$ cat src/rtl/pkt_framer_pkg.sv
package pkt_framer_pkg;
  typedef enum logic {MODE_CMD = 1'b0, MODE_IMG = 1'b1} mode_e;

  localparam logic [7:0] OP_UPLOAD = 8'hA0;
  localparam logic [7:0] OP_DMODE  = 8'hE1;
  localparam logic [7:0] OP_TWIN   = 8'hE2;
  localparam logic [7:0] OP_AREA0  = 8'hE3;
  localparam logic [7:0] OP_AREA1  = 8'hE4;
  localparam logic [7:0] OP_OFFS   = 8'hE5;
  localparam logic [7:0] OP_MASK   = 8'hE6;

  // Packet length in words; zero marks an opcode the framer does not know.
  function automatic logic [3:0] op_words(input logic [7:0] op);
    logic [3:0] n;
    case (op)
      8'h00, 8'h01, 8'hE1, 8'hE2, 8'hE3, 8'hE4, 8'hE5, 8'hE6: n = 4'd1;
      8'hA0, 8'hC0: n = 4'd3;
      8'h28:        n = 4'd5;
      8'h30:        n = 4'd6;
      8'h38:        n = 4'd8;
      8'h2C:        n = 4'd9;
      default:      n = 4'd0;
    endcase
    return n;
  endfunction
endpackage

$ cat src/rtl/pkt_len_lut.sv
module pkt_len_lut
  import pkt_framer_pkg::*;
#(
  parameter int LEN_W = 4
) (
  input  logic [7:0]       op,
  output logic [LEN_W-1:0] len,
  output logic             known
);
  logic [3:0] raw;
  always_comb begin
    raw   = op_words(op);
    known = (raw != 4'd0);
    len   = known ? LEN_W'(raw) : LEN_W'(1);
  end
endmodule

$ cat src/rtl/pkt_env_regs.sv
module pkt_env_regs
  import pkt_framer_pkg::*;
#(
  parameter int WORD_W = 32,
  parameter int OFF_W  = 16
) (
  input  logic              clk,
  input  logic              rst_n,
  input  logic              we,
  input  logic [WORD_W-1:0] word,
  output logic [13:0]       dmode,
  output logic [19:0]       texwin,
  output logic [9:0]        area_x0,
  output logic [9:0]        area_y0,
  output logic [9:0]        area_x1,
  output logic [9:0]        area_y1,
  output logic [OFF_W-1:0]  offs_x,
  output logic [OFF_W-1:0]  offs_y,
  output logic              mask_force,
  output logic              mask_keep
);
  localparam int EXT = OFF_W - 11;

  logic [7:0] op;
  logic       dm_en, tw_en, a0_en, a1_en, of_en, mk_en;

  always_comb begin
    op    = word[WORD_W-1 -: 8];
    dm_en = we && (op == OP_DMODE) && (word[8:7] != 2'b11);
    tw_en = we && (op == OP_TWIN);
    a0_en = we && (op == OP_AREA0);
    a1_en = we && (op == OP_AREA1);
    of_en = we && (op == OP_OFFS);
    mk_en = we && (op == OP_MASK);
  end

  always_ff @(posedge clk or negedge rst_n) begin
    if (!rst_n) begin
      dmode      <= '0;
      texwin     <= '0;
      area_x0    <= '0;
      area_y0    <= '0;
      area_x1    <= '0;
      area_y1    <= '0;
      offs_x     <= '0;
      offs_y     <= '0;
      mask_force <= 1'b0;
      mask_keep  <= 1'b0;
    end else begin
      if (dm_en) dmode  <= word[13:0];
      if (tw_en) texwin <= word[19:0];
      if (a0_en) begin
        area_x0 <= word[9:0];
        area_y0 <= word[19:10];
      end
      if (a1_en) begin
        area_x1 <= word[9:0];
        area_y1 <= word[19:10];
      end
      if (of_en) begin
        offs_x <= {{EXT{word[10]}}, word[10:0]};
        offs_y <= {{EXT{word[21]}}, word[21:11]};
      end
      if (mk_en) begin
        mask_force <= word[0];
        mask_keep  <= word[1];
      end
    end
  end
endmodule

$ cat src/rtl/pkt_seq.sv
module pkt_seq
  import pkt_framer_pkg::*;
#(
  parameter int WORD_W    = 32,
  parameter int BUF_WORDS = 12,
  parameter int LEN_W     = 4,
  parameter int REM_W     = 32
) (
  input  logic                        clk,
  input  logic                        rst_n,
  input  logic [WORD_W-1:0]           in_word,
  input  logic                        in_valid,
  output logic                        in_ready,
  input  logic                        clr,
  input  logic [LEN_W-1:0]            lut_len,
  input  logic                        lut_known,
  output logic [7:0]                  lut_op,
  output logic                        env_we,
  output logic                        pkt_done,
  output logic [7:0]                  pkt_opcode,
  output logic [LEN_W-1:0]            pkt_len,
  output logic [BUF_WORDS*WORD_W-1:0] pkt_words,
  output logic                        bad_op,
  output logic                        in_upload
);
  mode_e             mode_q, mode_d;
  logic [REM_W-1:0]  rem_q, rem_d, rem_after, rem_eff;
  logic [LEN_W-1:0]  len_q, len_d, wr_idx;
  logic [7:0]        op_q, op_d, cur_op;
  logic              done_q, done_d, bad_q, bad_d;
  logic              acc, acc_cmd, start;
  logic [31:0]       area;
  logic [REM_W:0]    half;

  always_comb begin
    lut_op    = in_word[WORD_W-1 -: 8];
    in_ready  = !done_q && !clr;
    acc       = in_valid && in_ready;
    start     = (rem_q == '0);
    acc_cmd   = acc && (mode_q == MODE_CMD);
    env_we    = acc_cmd && start;
    wr_idx    = start ? '0 : len_q;
    cur_op    = start ? lut_op : op_q;
    rem_eff   = start ? REM_W'(lut_len) : rem_q;
    rem_after = rem_eff - 1'b1;
    area      = 32'(in_word[15:0]) * 32'(in_word[31:16]);
    half      = ({1'b0, REM_W'(area)} + 1'b1) >> 1;

    mode_d = mode_q;
    rem_d  = rem_q;
    len_d  = len_q;
    op_d   = op_q;
    done_d = 1'b0;
    bad_d  = 1'b0;
    if (clr) begin
      mode_d = MODE_CMD;
      rem_d  = '0;
      len_d  = '0;
    end else if (acc && mode_q == MODE_IMG) begin
      rem_d = rem_q - 1'b1;
      if (rem_q == REM_W'(1)) mode_d = MODE_CMD;
    end else if (acc_cmd) begin
      if (start) op_d = lut_op;
      len_d = start ? LEN_W'(1) : len_q + 1'b1;
      rem_d = rem_after;
      if (rem_after == '0) begin
        done_d = 1'b1;
        bad_d  = start && (!lut_known ||
                 (lut_op == OP_DMODE && in_word[8:7] == 2'b11));
        if (cur_op == OP_UPLOAD && half[REM_W-1:0] != '0) begin
          mode_d = MODE_IMG;
          rem_d  = half[REM_W-1:0];
        end
      end
    end
  end

  always_ff @(posedge clk or negedge rst_n) begin
    if (!rst_n) begin
      mode_q <= MODE_CMD;
      rem_q  <= '0;
      len_q  <= '0;
      op_q   <= '0;
      done_q <= 1'b0;
      bad_q  <= 1'b0;
    end else begin
      mode_q <= mode_d;
      rem_q  <= rem_d;
      len_q  <= len_d;
      op_q   <= op_d;
      done_q <= done_d;
      bad_q  <= bad_d;
    end
  end

  for (genvar gi = 0; gi < BUF_WORDS; gi++) begin : g_slot
    logic              we;
    logic [WORD_W-1:0] d, q;
    always_comb begin
      we = clr || (acc_cmd && (start || wr_idx == LEN_W'(gi)));
      d  = (!clr && wr_idx == LEN_W'(gi)) ? in_word : '0;
    end
    always_ff @(posedge clk or negedge rst_n) begin
      if (!rst_n)  q <= '0;
      else if (we) q <= d;
    end
    assign pkt_words[gi*WORD_W +: WORD_W] = q;
  end

  assign pkt_done   = done_q;
  assign pkt_opcode = op_q;
  assign pkt_len    = len_q;
  assign bad_op     = bad_q;
  assign in_upload  = (mode_q == MODE_IMG);
endmodule

$ cat src/rtl/pkt_framer.sv
module pkt_framer
  import pkt_framer_pkg::*;
#(
  parameter int WORD_W    = 32,
  parameter int BUF_WORDS = 12,
  parameter int OFF_W     = 16,
  localparam int LEN_W    = $clog2(BUF_WORDS + 1),
  localparam int BUF_BITS = BUF_WORDS * WORD_W
) (
  input  logic                clk,
  input  logic                rst_n,
  input  logic [WORD_W-1:0]   in_word,
  input  logic                in_valid,
  output logic                in_ready,
  input  logic                clr,
  output logic                pkt_done,
  output logic [7:0]          pkt_opcode,
  output logic [LEN_W-1:0]    pkt_len,
  output logic [BUF_BITS-1:0] pkt_words,
  output logic                bad_op,
  output logic                in_upload,
  output logic [13:0]         dmode,
  output logic [19:0]         texwin,
  output logic [9:0]          area_x0,
  output logic [9:0]          area_y0,
  output logic [9:0]          area_x1,
  output logic [9:0]          area_y1,
  output logic [OFF_W-1:0]    offs_x,
  output logic [OFF_W-1:0]    offs_y,
  output logic                mask_force,
  output logic                mask_keep
);
  logic [1:0]       rst_pipe;
  logic             rst_s_n;
  logic [7:0]       lut_op;
  logic [LEN_W-1:0] lut_len;
  logic             lut_known, env_we;

  always_ff @(posedge clk or negedge rst_n) begin
    if (!rst_n) rst_pipe <= 2'b00;
    else        rst_pipe <= {rst_pipe[0], 1'b1};
  end
  assign rst_s_n = rst_pipe[1];

  pkt_len_lut #(.LEN_W(LEN_W)) u_lut (
    .op(lut_op), .len(lut_len), .known(lut_known)
  );

  pkt_seq #(
    .WORD_W(WORD_W), .BUF_WORDS(BUF_WORDS), .LEN_W(LEN_W), .REM_W(32)
  ) u_seq (
    .clk(clk), .rst_n(rst_s_n), .in_word(in_word), .in_valid(in_valid),
    .in_ready(in_ready), .clr(clr), .lut_len(lut_len), .lut_known(lut_known),
    .lut_op(lut_op), .env_we(env_we), .pkt_done(pkt_done),
    .pkt_opcode(pkt_opcode), .pkt_len(pkt_len), .pkt_words(pkt_words),
    .bad_op(bad_op), .in_upload(in_upload)
  );

  pkt_env_regs #(.WORD_W(WORD_W), .OFF_W(OFF_W)) u_env (
    .clk(clk), .rst_n(rst_s_n), .we(env_we), .word(in_word),
    .dmode(dmode), .texwin(texwin), .area_x0(area_x0), .area_y0(area_y0),
    .area_x1(area_x1), .area_y1(area_y1), .offs_x(offs_x), .offs_y(offs_y),
    .mask_force(mask_force), .mask_keep(mask_keep)
  );
endmodule

$ cat config.mk
export PLATFORM = sky130hd
export DESIGN_NAME = pkt_framer
export DESIGN_NICKNAME = d
export VERILOG_FILES = /design/src/rtl/pkt_framer_pkg.sv /design/src/rtl/pkt_len_lut.sv /design/src/rtl/pkt_env_regs.sv /design/src/rtl/pkt_seq.sv /design/src/rtl/pkt_framer.sv
export SDC_FILE = /design/constraint.sdc
export NUM_CORES = 2
export LEC_CHECK = 0
export BUFFER_PORTS_ARGS = -buffer_cell sky130_fd_sc_hd__buf_2
export CORE_UTILIZATION = 42
export DETAILED_ROUTE_END_ITERATION = 8
export SETUP_SLACK_MARGIN = 0.02
export SYNTH_ARGS = -nofsm -noshare
export SYNTH_HDL_FRONTEND = slang
export SYNTH_SLANG_ARGS = --single-unit
$ cat constraint.sdc
create_clock -name clk -period 25.3 [get_ports clk]
set_clock_uncertainty 0.1 [all_clocks]
set_input_delay 1.265 -clock clk [delete_from_list [all_inputs] [get_ports clk]]
set_output_delay 1.265 -clock clk [all_outputs]
set_load 0.01 [all_outputs]
==> impl_results.md <==
- Req. time, crit path: 25.73 ns
- Setup TNS: 0 ns
- FF-to-FF Start: u_seq.rem_q[0]$_DFFE_PN0N_
- Final period utilization: 0.332
- First DRT Iteration DRCs: 2153
- Clock Pin Slew Worst Setup and Hold Paths: 0.07 ns
- Yosys top cell area share: 0.422
- Seq cells post-synth: 531
- Post-Synthesis Cells: 2996
- FFs w/ async S/R, synth: 1.00
- Num ports: 544
- I/O Buffers: 543
- Post-cts sizing count: 0
- R2R depth: 19
- Number of synthesized flops with an enable pin: 0
- Final instance area: 36800 um^2
- P&R area growth vs syn: 17.1%
- Global route total overflow: 0
- Vias/cell: 5.79
- Worst reg-to-reg setup slack: 18.91 ns
- Core Area: 73600 um^2
- Final hold vios: 0
- Syn Nets: 3342
- Leak: 0.0191 uW
- First-pass GRT wire length: 162 mm
- Routed Antenna Nets: 0
- RSZ-0062 raised after global routing: false
- Largest area contributor in the netlist: dfrtp_1
- Slew headroom: 0.197
- Pwr Total: 4590 uW
- Routed WL per cell: 25.0 um
- Fin. max-slew vios: 0
- Die span in y: 276 um
- Hpwl dp: 75.3 mm
- Drt first pass iters: 6
- Clock root cell: clkbuf_16
- Power Density: 125 nW/um^2
- Max VDD drop: 0.169 mV
- Largest net degree at the start of global routing: 82
- WS Path Type: in -> reg
- Max Fclk: 119 MHz
- Die width: 276 um
- Final worst slack: 16.90 ns
- Num CTS Buffers: 57
- CTS Sinks: 531
- CTS tree: done
- Min-delay worst type: reg -> async
- Share of post-route cells with drive strength above 1: 0.251
- Synth area leaders: dfrtp_1 (42%), fa_1 (12%), a22o_1 (8.2%)
- Final setup viols: 0
- Tmin final: 8.40 ns
- R2r endpoint: u_seq.rem_q[28]$_DFFE_PN0N_
- Ant diodes: 0
- GRT Total Usage: 0.282
- Routability cong.: 0.940
- Placed Area: 34900 um^2
- Clock latency on the worst-skew pair: 0.65 ns
- Vias in the first global route: 24500
- Status: complete, no violations
- Nets: 3735
- CP Max Fanout: 33
- Vias: 25400
- CTS H-Tree Depth: 2
- Initial Util: 0.427
- Slew at the pin with the worst max-slew slack: 1.17 ns
- Worst Hold Slack: 0.196 ns
- Hold_buf cts: 0
- Worst setup EP type: flop
- # DRC: 0
- Bufs on Longest Clock Path: 3
- Row Count: 99
- Pre-CTS setup slack: 16.34 ns
- Die area: 76000 um^2
- Total of max-cap violations: 0
- Total routed wirelength: 110 mm
- Arr. time, crit path: 8.83 ns
- Initial antenna violation count: 0
- Syn avg cell area: 10.5 um^2
- Register area share after synthesis: 0.422
- Setup Buffers After CTS: 0
- Ys flop type: dfrtp_1
- Reg area: 13300 um^2
- Mapped Area: 31500 um^2
- Unique masters post-synth: 92
- CP Launch Type: primary input
- Synthesis Warnings: 0
- # fillers: 6842
- Area of the multi-input gates: 16500 um^2
## metrics by stage
stage / instances / utilization
after floorplan: 2996 / -
after global routing: 4390 / 0.501
after detailed placement: 4289 / 0.474
after global placement: 4289 / 0.474
after CTS: 4390 / 0.501
final: 4390 / 0.501
## critical path: stages
cell       delay, ns
buf_2           0.67
nand2_1         0.18
fa_1            0.58
inv_1           0.06
fa_1            0.53
inv_1           0.05
fa_1            0.50
inv_1           0.05
fa_1            0.54
fa_1            0.42
fa_1            0.45
ha_1            0.40
nand2_1         0.07
a21o_1          0.18
a21oi_1         0.63
o21ai_1         0.32
a2111oi_0       0.50
o21ai_0         0.17
and2_1          0.17
or4_1           0.52
o311a_1         0.34
o31ai_1         0.18
## power breakdown
part / switching [uW] / leakage [uW] / internal (uW) / total, uW
clock: 364 / 0.000966 / 506 / 870
sequential: 67.8 / 0.00737 / 890 / 958
combinational: 1780 / 0.0108 / 985 / 2760
## worst max path at each step
stage / start / to / slack [ns]
6_report: in_word[10] / u_seq.rem_q[0]$_DFFE_PN0N_ / 16.90
5_1_grt: in_word[10] / u_seq.rem_q[0]$_DFFE_PN0N_ / 16.48
4_1_cts: in_word[10] / u_seq.rem_q[0]$_DFFE_PN0N_ / 16.96
3_5_place_dp: in_word[10] / u_seq.rem_q[0]$_DFFE_PN0N_ / 16.34
3_3_place_gp: in_word[10] / u_seq.rem_q[0]$_DFFE_PN0N_ / 16.43
2_1_floorplan: rst_pipe[1]$_DFF_PN0_ / u_env.area_x0[0]$_DFFE_PN0P_ / 9.30
## logic make-up (layout without fill, tap and decap cells)
family                   after synthesis  in the layout  synth area share
AND/OR/NAND/NOR                      854            854             0.136
flip-flops                           531            531             0.422
buffers and inverters                451            886            0.0578
adder cells (fa/ha/maj)              310            310             0.170
XOR/XNOR                              44             44            0.0123
AO/OA/AOI/OAI                        697            697             0.163
other                                  1              1          0.000119
multiplexers                         108            108            0.0385
## layout by cell type (no fill, tap or decap), types with 13 or more instances in the layout
master       n
buf_2      543
dfrtp_1    530
nand2_1    391
a22o_1     294
fa_1       195
inv_1      186
o21ai_0    159
and2_1     151
ha_1       115
mux2_2     105
nor2_1      73
a21oi_1     57
clkbuf_16   57
buf_4       55
nand3_1     45
nor3_1      33
xnor2_1     28
or3_1       21
o211ai_1    20
nor4_1      18
clkbuf_8    17
xor2_1      16
a211oi_1    16
o21a_1      14
a31oi_1     14
a21o_1      14
and3_1      13
nand4_1     13
## per-layer routing
metal / global-route usage / wire length, um / vias to the layer above
met4: 0.0970 / 3750 / 0
met3: 0.0453 / 7310 / 195
met5: 0 / 0 / -
li1: - / - / 11100
met1: 0.369 / 44600 / 13100
met2: 0.475 / 54200 / 1005
## flip-flops by register name, summed over array words and instances, names as in the netlist
signal / cells
u_seq.rem_q: 32
u_env.texwin: 20
u_seq.pkt_done: 1
u_env.area_x0: 10
u_env.mask_keep: 1
u_env.dmode: 14
rst_pipe: 2
u_env.area_y0: 10
u_env.mask_force: 1
u_seq.g_slot.q: 384
u_seq.pkt_len: 4
u_env.offs_x: 11
u_env.offs_y: 11
u_env.area_y1: 10
u_env.area_x1: 10
u_seq.in_upload: 1
u_seq.pkt_opcode: 8
u_seq.bad_op: 1
## cells in the mapped netlist (36+ instances only)
cell and n:
inv_1 186, a22o_1 294, nor2_1 80, clkbuf_1 214, dfrtp_1 531, nand3_1 46, nand2_1 391, nor3_1 36
fa_1 195, a21oi_1 69, and2_1 151, ha_1 115, o21ai_0 159, mux2_2 105
## cell type report
| type | count | share of cell area |
|---|---|---|
| inverters | 187 | 0.0191 |
| well taps | 959 | 0.0326 |
| flip-flops and latches | 531 | 0.361 |
| repair buffers | 598 | 0.0850 |
| clock buffers | 80 | 0.0457 |
| multi-input cells | 2014 | 0.449 |
| clock inverters | 21 | 0.00771 |
(Power assumes the default switching activity.)
